--- src/rtl/nib_alu_pkg.sv ---
package nib_alu_pkg;
    localparam int NIB_W  = 4;
    localparam int OP_W   = 4;

    typedef enum logic [OP_W-1:0] {
        OP_ADD = 4'd0,
        OP_ADC = 4'd1,
        OP_SUB = 4'd2,
        OP_SBC = 4'd3,
        OP_AND = 4'd4,
        OP_OR  = 4'd5,
        OP_XOR = 4'd6,
        OP_INC = 4'd7,
        OP_DEC = 4'd8,
        OP_RLC = 4'd9,
        OP_RRC = 4'd10
    } alu_op_e;

    typedef struct packed {
        logic [NIB_W-1:0] res;
        logic             c;
        logic             z;
        logic             c_we;
        logic             z_we;
    } alu_out_t;
endpackage

--- src/rtl/nib_alu_arith.sv ---
module nib_alu_arith
    import nib_alu_pkg::*;
#(
    parameter int W = NIB_W
) (
    input  logic [OP_W-1:0] op,
    input  logic [W-1:0]    a,
    input  logic [W-1:0]    b,
    input  logic            cin,
    input  logic            dec_on,
    output logic [W-1:0]    res,
    output logic            cout
);
    localparam logic [W:0] DEC_LIMIT = (W+1)'(10);
    localparam logic [W:0] DEC_SUBADJ = (W+1)'(6);

    logic [W:0] addend;
    logic [W:0] wide;
    logic       cy;

    always_comb begin
        addend = {1'b0, b};
        if (op == OP_ADC || op == OP_SBC) begin
            addend = addend + {{W{1'b0}}, cin};
        end
        wide = '0;
        cy   = 1'b0;
        case (op)
            OP_ADD, OP_ADC: begin
                wide = {1'b0, a} + addend;
                cy   = wide[W];
                if (dec_on && wide >= DEC_LIMIT) begin
                    wide = wide - DEC_LIMIT;
                    cy   = 1'b1;
                end
            end
            OP_SUB, OP_SBC: begin
                wide = {1'b0, a} - addend;
                cy   = wide[W];
                if (dec_on && cy) begin
                    wide = wide - DEC_SUBADJ;
                end
            end
            OP_INC: begin
                wide = {1'b0, a} + (W+1)'(1);
                cy   = wide[W];
            end
            OP_DEC: begin
                wide = {1'b0, a} - (W+1)'(1);
                cy   = wide[W];
            end
            default: begin
                wide = {1'b0, a};
                cy   = 1'b0;
            end
        endcase
        res  = wide[W-1:0];
        cout = cy;
    end
endmodule

--- src/rtl/nib_alu_logic.sv ---
module nib_alu_logic
    import nib_alu_pkg::*;
#(
    parameter int W = NIB_W
) (
    input  logic [OP_W-1:0] op,
    input  logic [W-1:0]    a,
    input  logic [W-1:0]    b,
    output logic [W-1:0]    res
);
    always_comb begin
        case (op)
            OP_AND:  res = a & b;
            OP_OR:   res = a | b;
            OP_XOR:  res = a ^ b;
            default: res = a;
        endcase
    end
endmodule

--- src/rtl/nib_alu_rotate.sv ---
module nib_alu_rotate #(
    parameter int W = nib_alu_pkg::NIB_W
) (
    input  logic         to_right,
    input  logic [W-1:0] a,
    input  logic         cin,
    output logic [W-1:0] res,
    output logic         cout
);
    always_comb begin
        if (to_right) begin
            res  = {cin, a[W-1:1]};
            cout = a[0];
        end else begin
            res  = {a[W-2:0], cin};
            cout = a[W-1];
        end
    end
endmodule

--- src/rtl/nib_alu.sv ---
module nib_alu
    import nib_alu_pkg::*;
(
    input  logic             clk,
    input  logic             rst_n,
    input  logic [OP_W-1:0]  op_i,
    input  logic [NIB_W-1:0] a_i,
    input  logic [NIB_W-1:0] b_i,
    input  logic             cin_i,
    input  logic             dmode_i,
    input  logic             dqual_i,
    output logic [NIB_W-1:0] res_o,
    output logic             cout_o,
    output logic             zout_o,
    output logic             cwe_o,
    output logic             zwe_o
);
    logic [NIB_W-1:0] ar_res, lg_res, rt_res;
    logic             ar_c, rt_c;
    alu_out_t         out_d, out_q;
    logic             seen_d, seen_q;

    nib_alu_arith #(.W(NIB_W)) u_arith (
        .op(op_i), .a(a_i), .b(b_i), .cin(cin_i),
        .dec_on(dmode_i & dqual_i), .res(ar_res), .cout(ar_c)
    );

    nib_alu_logic #(.W(NIB_W)) u_logic (
        .op(op_i), .a(a_i), .b(b_i), .res(lg_res)
    );

    nib_alu_rotate #(.W(NIB_W)) u_rot (
        .to_right(op_i == OP_RRC), .a(a_i), .cin(cin_i),
        .res(rt_res), .cout(rt_c)
    );

    always_comb begin
        out_d      = '0;
        out_d.res  = a_i;
        out_d.c    = cin_i;
        out_d.c_we = 1'b0;
        out_d.z_we = 1'b0;
        case (op_i)
            OP_ADD, OP_ADC, OP_SUB, OP_SBC, OP_INC, OP_DEC: begin
                out_d.res  = ar_res;
                out_d.c    = ar_c;
                out_d.c_we = 1'b1;
                out_d.z_we = 1'b1;
            end
            OP_AND, OP_OR, OP_XOR: begin
                out_d.res  = lg_res;
                out_d.z_we = 1'b1;
            end
            OP_RLC, OP_RRC: begin
                out_d.res  = rt_res;
                out_d.c    = rt_c;
                out_d.c_we = 1'b1;
                out_d.z_we = 1'b1;
            end
            default: ;
        endcase
        out_d.z = (out_d.res == '0);
        seen_d  = 1'b1;
    end

    always_ff @(posedge clk) begin
        if (!rst_n) begin
            out_q  <= '0;
            seen_q <= 1'b0;
        end else begin
            out_q  <= out_d;
            seen_q <= seen_d;
        end
    end

    assign res_o  = out_q.res;
    assign cout_o = out_q.c;
    assign zout_o = out_q.z;
    assign cwe_o  = out_q.c_we;
    assign zwe_o  = out_q.z_we;


    logic_keeps_carry_chk: assert property (@(posedge clk) disable iff (!rst_n)
        (seen_q && ($past(op_i) inside {OP_AND, OP_OR, OP_XOR}))
        |-> (!cwe_o && zwe_o && cout_o == $past(cin_i)));


    unused_no_update_chk: assert property (@(posedge clk) disable iff (!rst_n)
        (seen_q && $past(op_i) > OP_RRC) |-> (!cwe_o && !zwe_o && res_o == $past(a_i)));


    rotl_bits_chk: assert property (@(posedge clk) disable iff (!rst_n)
        (seen_q && $past(op_i) == OP_RLC)
        |-> (cout_o == $past(a_i[NIB_W-1]) && res_o[0] == $past(cin_i)));


    rotr_bits_chk: assert property (@(posedge clk) disable iff (!rst_n)
        (seen_q && $past(op_i) == OP_RRC)
        |-> (cout_o == $past(a_i[0]) && res_o[NIB_W-1] == $past(cin_i)));


    inc_wrap_chk: assert property (@(posedge clk) disable iff (!rst_n)
        (seen_q && $past(op_i) == OP_INC) |-> (cout_o == ($past(a_i) == '1)));


    dec_wrap_chk: assert property (@(posedge clk) disable iff (!rst_n)
        (seen_q && $past(op_i) == OP_DEC) |-> (cout_o == ($past(a_i) == '0)));


    dec_add_carry_chk: assert property (@(posedge clk) disable iff (!rst_n)
        (seen_q && $past(op_i) == OP_ADD && $past(dmode_i) && $past(dqual_i))
        |-> (cout_o == (({1'b0, $past(a_i)} + {1'b0, $past(b_i)}) >= 5'd10)));
endmodule

--- config.mk ---
export PLATFORM = sky130hd
export DESIGN_NAME = nib_alu
export DESIGN_NICKNAME = d
export VERILOG_FILES = /design/src/rtl/nib_alu_pkg.sv /design/src/rtl/nib_alu_arith.sv /design/src/rtl/nib_alu_logic.sv /design/src/rtl/nib_alu_rotate.sv /design/src/rtl/nib_alu.sv
export SDC_FILE = /design/constraint.sdc
export NUM_CORES = 1
export LEC_CHECK = 0
export ABC_AREA = 1
export ABC_CLOCK_PERIOD_IN_PS = 6000
export BUFFER_PORTS_ARGS = -buffer_cell sky130_fd_sc_hd__buf_4
export CORE_MARGIN = 2
export CORE_UTILIZATION = 45
export CTS_CLUSTER_SIZE = 40
export DETAILED_ROUTE_END_ITERATION = 10
export PLACE_DENSITY_LB_ADDON = 0.12
export SYNTH_ARGS = -nofsm -noshare
export SYNTH_HDL_FRONTEND = slang
export SYNTH_SLANG_ARGS = --single-unit
--- constraint.sdc ---
create_clock -name clk -period 6 [get_ports clk]
set_input_delay 0.9 -clock clk [delete_from_list [all_inputs] [get_ports clk]]
set_output_delay 0.9 -clock clk [all_outputs]
set_load 0.02 [all_outputs]
Word-level counts from Yosys, hierarchy flattened
Index checks and enable logic that the tools add are counted.
{ "totals": {"reg_bits": 8, "latchBits": 0, "ram_bits": 0, "romBits": 0, "in_bits": 17, "output_inout_bits": 8, "wordCells": 52, "memories": 0} }
{ "op_classes": {"add_sub_neg": 7, "multipliers": 0, "n_div": 0, "magnitude_cmp": 1, "eq_ne": 10, "shift": 0, "mux": 13, "n_bitwise": 4, "reduce_logical": 12} }
{ "op_table": {"columns": ["operator", "n"], "rows": [
  ["$pmux 4 s3", 2],
  ["$eq 4x3->1 const B", 4],
  ["$pmux 4 s4", 1],
  ["$eq 4x4->1 const B", 3],
  ["$mux 4", 3],
  ["$reduce_or 11->1", 1],
  ["$eq 4x2->1 const B", 2],
  ["$logic_not 4->1", 2],
  ["$reduce_or 8->1", 1],
  ["$reduce_or 2->1", 3],
  ["$reduce_or 6->1", 1],
  ["$add 4x1->5", 1],
  ["$add 4x1->5 const B", 1],
  ["$add 4x5->5", 1],
  ["$ge 5x4->1 const B", 1],
  ["$mux 5", 1],
  ["$sub 4x1->5 const B", 1],
  ["$sub 4x5->5", 1],
  ["$and 4x4->4", 1],
  ["$eq 4x1->1 const B", 1],
  ["$mux 1", 4],
  ["$or 4x4->4", 1],
  ["$pmux 1 s4", 1],
  ["$sub 4x3->4 const B", 1],
  ["other kinds (7)", 8]
]} }

Logic depth before layout (Yosys ltp)
{ "depth": {"depth_word": 10, "ltp_mapped": 22, "ltp_nobuf": 22} }

Modules after synthesis
A second synthesis with hierarchy kept.
{ "unflattened": {"cells_unflattened": 316, "area_unflattened_um2": 1863.0} }
{ "by_module_without_submodules": {"columns": ["mod", "n_inst", "cells_per_inst", "area_each_um2", "seq_area_each_um2"], "rows": [
  ["nib_alu_arith", 1, 181, 1041.0, 0.0],
  ["nib_alu", 1, 70, 464.2, 160.2],
  ["nib_alu_logic", 1, 49, 297.8, 0.0],
  ["nib_alu_rotate", 1, 16, 60.1, 0.0]
]} }

Worst setup path before layout
OpenSTA, ideal clock, no wires.
{ "synth_path": {"path_kind": "input to register", "startpoint": "in b_i[0]", "endpoint": "reg out_q, in the netlist zout_o", "setup_time_ns": 0.064, "arrival_ns": 3.253, "required_time_ns": 5.936, "path_slack_ns": 2.683, "path_stages": 20, "n_path_buf": 0, "cell_sequence": "ha_1 -> ha_1 -> inv_1 -> o21ai_0 -> inv_1 -> fa_1 -> inv_1 -> nand2_1 -> nand2_1 -> ha_1 -> nand2_1 -> nand2_1 -> nand2_2 -> nand2_2 -> nand2_1 -> nand3_1 -> nand3_1 -> nand2_1 -> nand3_1 -> nor2_1"} }
{ "synth_via": {"elab_chain_cells": 9, "word_cells_on_any_way": 18, "cone_classes": "add/sub: 5; order compare: 1; mux: 6; bitwise: 3; reduce/logical: 3"} }
{ "synth_lines": {"columns": ["item", "line", "rtl"], "rows": [
  ["from (decl)", "nib_alu.sv:8", "input logic [NIB_W-1:0] b_i,"],
  ["$add 4x1->5", "nib_alu_arith.sv:24", "addend = addend + {{W{1'b0}}, cin};"],
  ["$mux 5", "nib_alu_arith.sv:23", "if (op == OP_ADC || op == OP_SBC) begin"],
  ["$add 4x5->5", "nib_alu_arith.sv:30", "wide = {1'b0, a} + addend;"],
  ["$ge 5x4->1", "nib_alu_arith.sv:32", "if (dec_on && wide >= DEC_LIMIT) begin"],
  ["$logic_and 1x1->1", "nib_alu_arith.sv:32", null],
  ["$mux 4", "nib_alu_arith.sv:32", null],
  ["$pmux 4 s4", "nib_alu_arith.sv:28", "case (op)"],
  ["$pmux 4 s3 (*)", "nib_alu.sv:43", "case (op_i)"],
  ["$logic_not 4->1 (*)", "nib_alu.sv:62", "out_d.z = (out_d.res == '0);"],
  ["to (signal assigned)", "nib_alu.sv:71", "out_q <= out_d;"],
  ["to (decl)", "nib_alu.sv:20", "alu_out_t out_d, out_q;"]
]} }
Mark *: on every way between the ends. The rest lies on a longest branch, timed or not.
A chain may end at the register's enable or synchronous reset.

Final worst setup path
{ "layout_path": {"startpoint": "in cin_i", "endpoint": "reg out_q, in the netlist zout_o"} }
{ "layout_via": {"elab_chain_cells": 9, "word_cells_on_any_way": 15, "cone_classes": "add/sub: 5; order compare: 1; mux: 6; reduce/logical: 3"} }
{ "layout_lines": {"columns": ["item", "line", "rtl"], "rows": [
  ["from (decl)", "nib_alu.sv:9", "input logic cin_i,"],
  ["$add 4x1->5", "nib_alu_arith.sv:24", null],
  ["$mux 5", "nib_alu_arith.sv:23", null],
  ["$add 4x5->5", "nib_alu_arith.sv:30", null],
  ["$ge 5x4->1", "nib_alu_arith.sv:32", null],
  ["$logic_and 1x1->1", "nib_alu_arith.sv:32", null],
  ["$mux 4", "nib_alu_arith.sv:32", null],
  ["$pmux 4 s4", "nib_alu_arith.sv:28", null],
  ["$pmux 4 s3 (*)", "nib_alu.sv:43", null],
  ["$logic_not 4->1 (*)", "nib_alu.sv:62", null]
]} }
Marks and branches as above.

==> results.ini <==
[sta]
tns_ns=0
rsz0062_at_grt=false
setup_viol=0
tightestPinTransition_ns=0.429
layout_setup_ws_ns=2.57
hold_viol=0
slew_viol_final=0
period_minus_slack_ns=3.43
max_freq_mhz=291
timing.final.crit_share=0.572
max_slew_margin=0.711

[logic_synthesis]
synth.top_cells.by_count=nand2_1 (63), inv_1 (48), nand3_1 (25)
ys.warnings.count=0
ys_seq_elements=8
synthesis.nets=308
synthArstFlopShare=0
synth_area_leaders=ha_1 (19%), nand2_1 (15%), inv_1 (12%), dfxtp_1 (10%), nand3_1 (8.1%)
synth-seq-area-share=0.103
synth_top_area_frac=0.185
synth.most_common_cell=nand2_1
synth_edf_count=0
syn_avg_cell_area_um2=5.84
ys.flop_type=dfxtp_1
syn-cell-area_um2=1550
yosys.area.top_type=ha_1
syn-instance-count=266
synth_cell_types=30

[clock_network]
ctsResizeCount=0
clockBufferDepth=2
hold_buffers=0
cts.sink_count=8
postCtsSetupBuffers=0
h-tree-depth=1
cts_root_buf=clkbuf_4
clk_pin_slew_ns=0.05
cts_tree=built
cts_inserted_buffers=3

[route]
drtIter0Drc=64
firstDrtPassIters=7
wirelength_um=3590
drc=2
postRouteAntennaNets=0
via_per_inst=4.85
wl_per_cell_um=10.6
vias=1644

[critical_path]
slowest_delay_ns=0.42
cp.buffers_inverters=4
required_ns=6.18
endpoint_kind=register
crit_cells=21
critPathMostFrequentCell=nand2_1
start_kind=input port
path_max_fanout=4
crit_arrival_ns=3.61
worstPathCellList=buf_4 -> ha_1 -> ha_1 -> inv_1 -> o21ai_0 -> inv_1 -> fa_1 -> inv_1 -> nand2_1 -> nand2_1 -> ha_1 -> nand2_1 -> nand2_1 -> nand2_2 -> nand2_2 -> nand2_1 -> nand3_1 -> nand3_1 -> nand2_1 -> nand3_1 -> nor2_1
critPathKind=in2reg
path_delay_family=adder cells
slowest_stage=fa_1

[outcome]
status=finished, violations left
violations=design-rule violations

[run]
drv_cap=0

[placement]
port_buffers=24
dp.cells=336
hpwl_um=3090
gp_congestion=0.858
dp_worst_setup_slack_ns=2.29

[finish]
area_delta_synth_final_pct=16.7
antennaDiodeCount=0
regArea_um2=160
fin_cells=339
drive_gt1_frac=0.181
multi_input_area_um2=1170
fin_util=0.544
fillCellCount=362
finalNetCount=337

[pwr]
p_leak_nw=1.04
powerDensity_nw_per_um2=129
peakVddDrop_mv=0.0636
power_w=0.000234

[global_routing]
grt.total_usage=0.193
grt_first_pass_wirelength_um=6390
grt_pass1_vias=1461
grt_max_degree=9
overflow=0
antenna_found_initial=0

[die]
die_y_um=62.8
io_pins=25
start_util=0.466
rows=21
die_w_um=62.8
die_area_um2=3940
core_region_area_um2=3340

[hold_path]
hold_depth=3
min_path_type=in2reg

## cell families after synthesis
kind of cell	synth area share
compound gates	0.124
xor+xnor	0.0225
fa+ha+maj	0.211
buf+inv	0.142
flops	0.103
simple gates	0.398
## worst min-delay path: cells and delay by family
family                 cells  cell delay (ns)
buffers and inverters      2             0.13
AOI/OAI and AO/OA          1             0.06
## state kept, by name, summed over array words and instances, names as in the netlist
signal and count:
res_o 4, cout_o 1, zout_o 1, cwe_o 1, zwe_o 1
## final timing paths
check	endpoint	slack, ns	start
min	cout_o	0.88	rst_n
max	zout_o	2.57	cin_i
## power by group
group	leakage (nW)	total [W]	switching (W)	internal, W
logic	0.958	0.000137	0.0000841	0.0000525
registers	0.0664	0.0000592	0.00000114	0.0000581
clock network	0.0138	0.0000385	0.0000158	0.0000227
## through the flow
step,instance area [µm²],hold slack (ns)
6_report,1810,0.879
2_1_floorplan,1550,1.02
5_1_grt,1810,0.907
3_3_place_gp,1790,1.12
4_1_cts,1810,0.879
3_5_place_dp,1790,1.13
## per-layer routing
metal,track usage,wire (µm)
met3,0.0216,123
met5,0,0
met1,0.276,1870
met2,0.310,1520
met4,0.0444,79
## cell type report
type / instances / share of cell area
Tap cell: 46 / 0.0317
Timing Repair Buffer: 24 / 0.0993
Inverter: 58 / 0.121
Clock buffer: 3 / 0.0124
Sequential cell: 8 / 0.0883
Multi-Input combinational cell: 200 / 0.647
## cells in the final DEF (no fill, tap or decap), types with 8 or more instances in the layout
| cell | count |
|---|---|
| inv_1 | 48 |
| a21oi_1 | 12 |
| nand2_1 | 63 |
| ha_1 | 23 |
| inv_2 | 8 |
| buf_4 | 24 |
| nor2_1 | 24 |
| o21ai_0 | 9 |
| dfxtp_1 | 8 |
| nand3_1 | 25 |
Power figures use the tool's default switching activity.
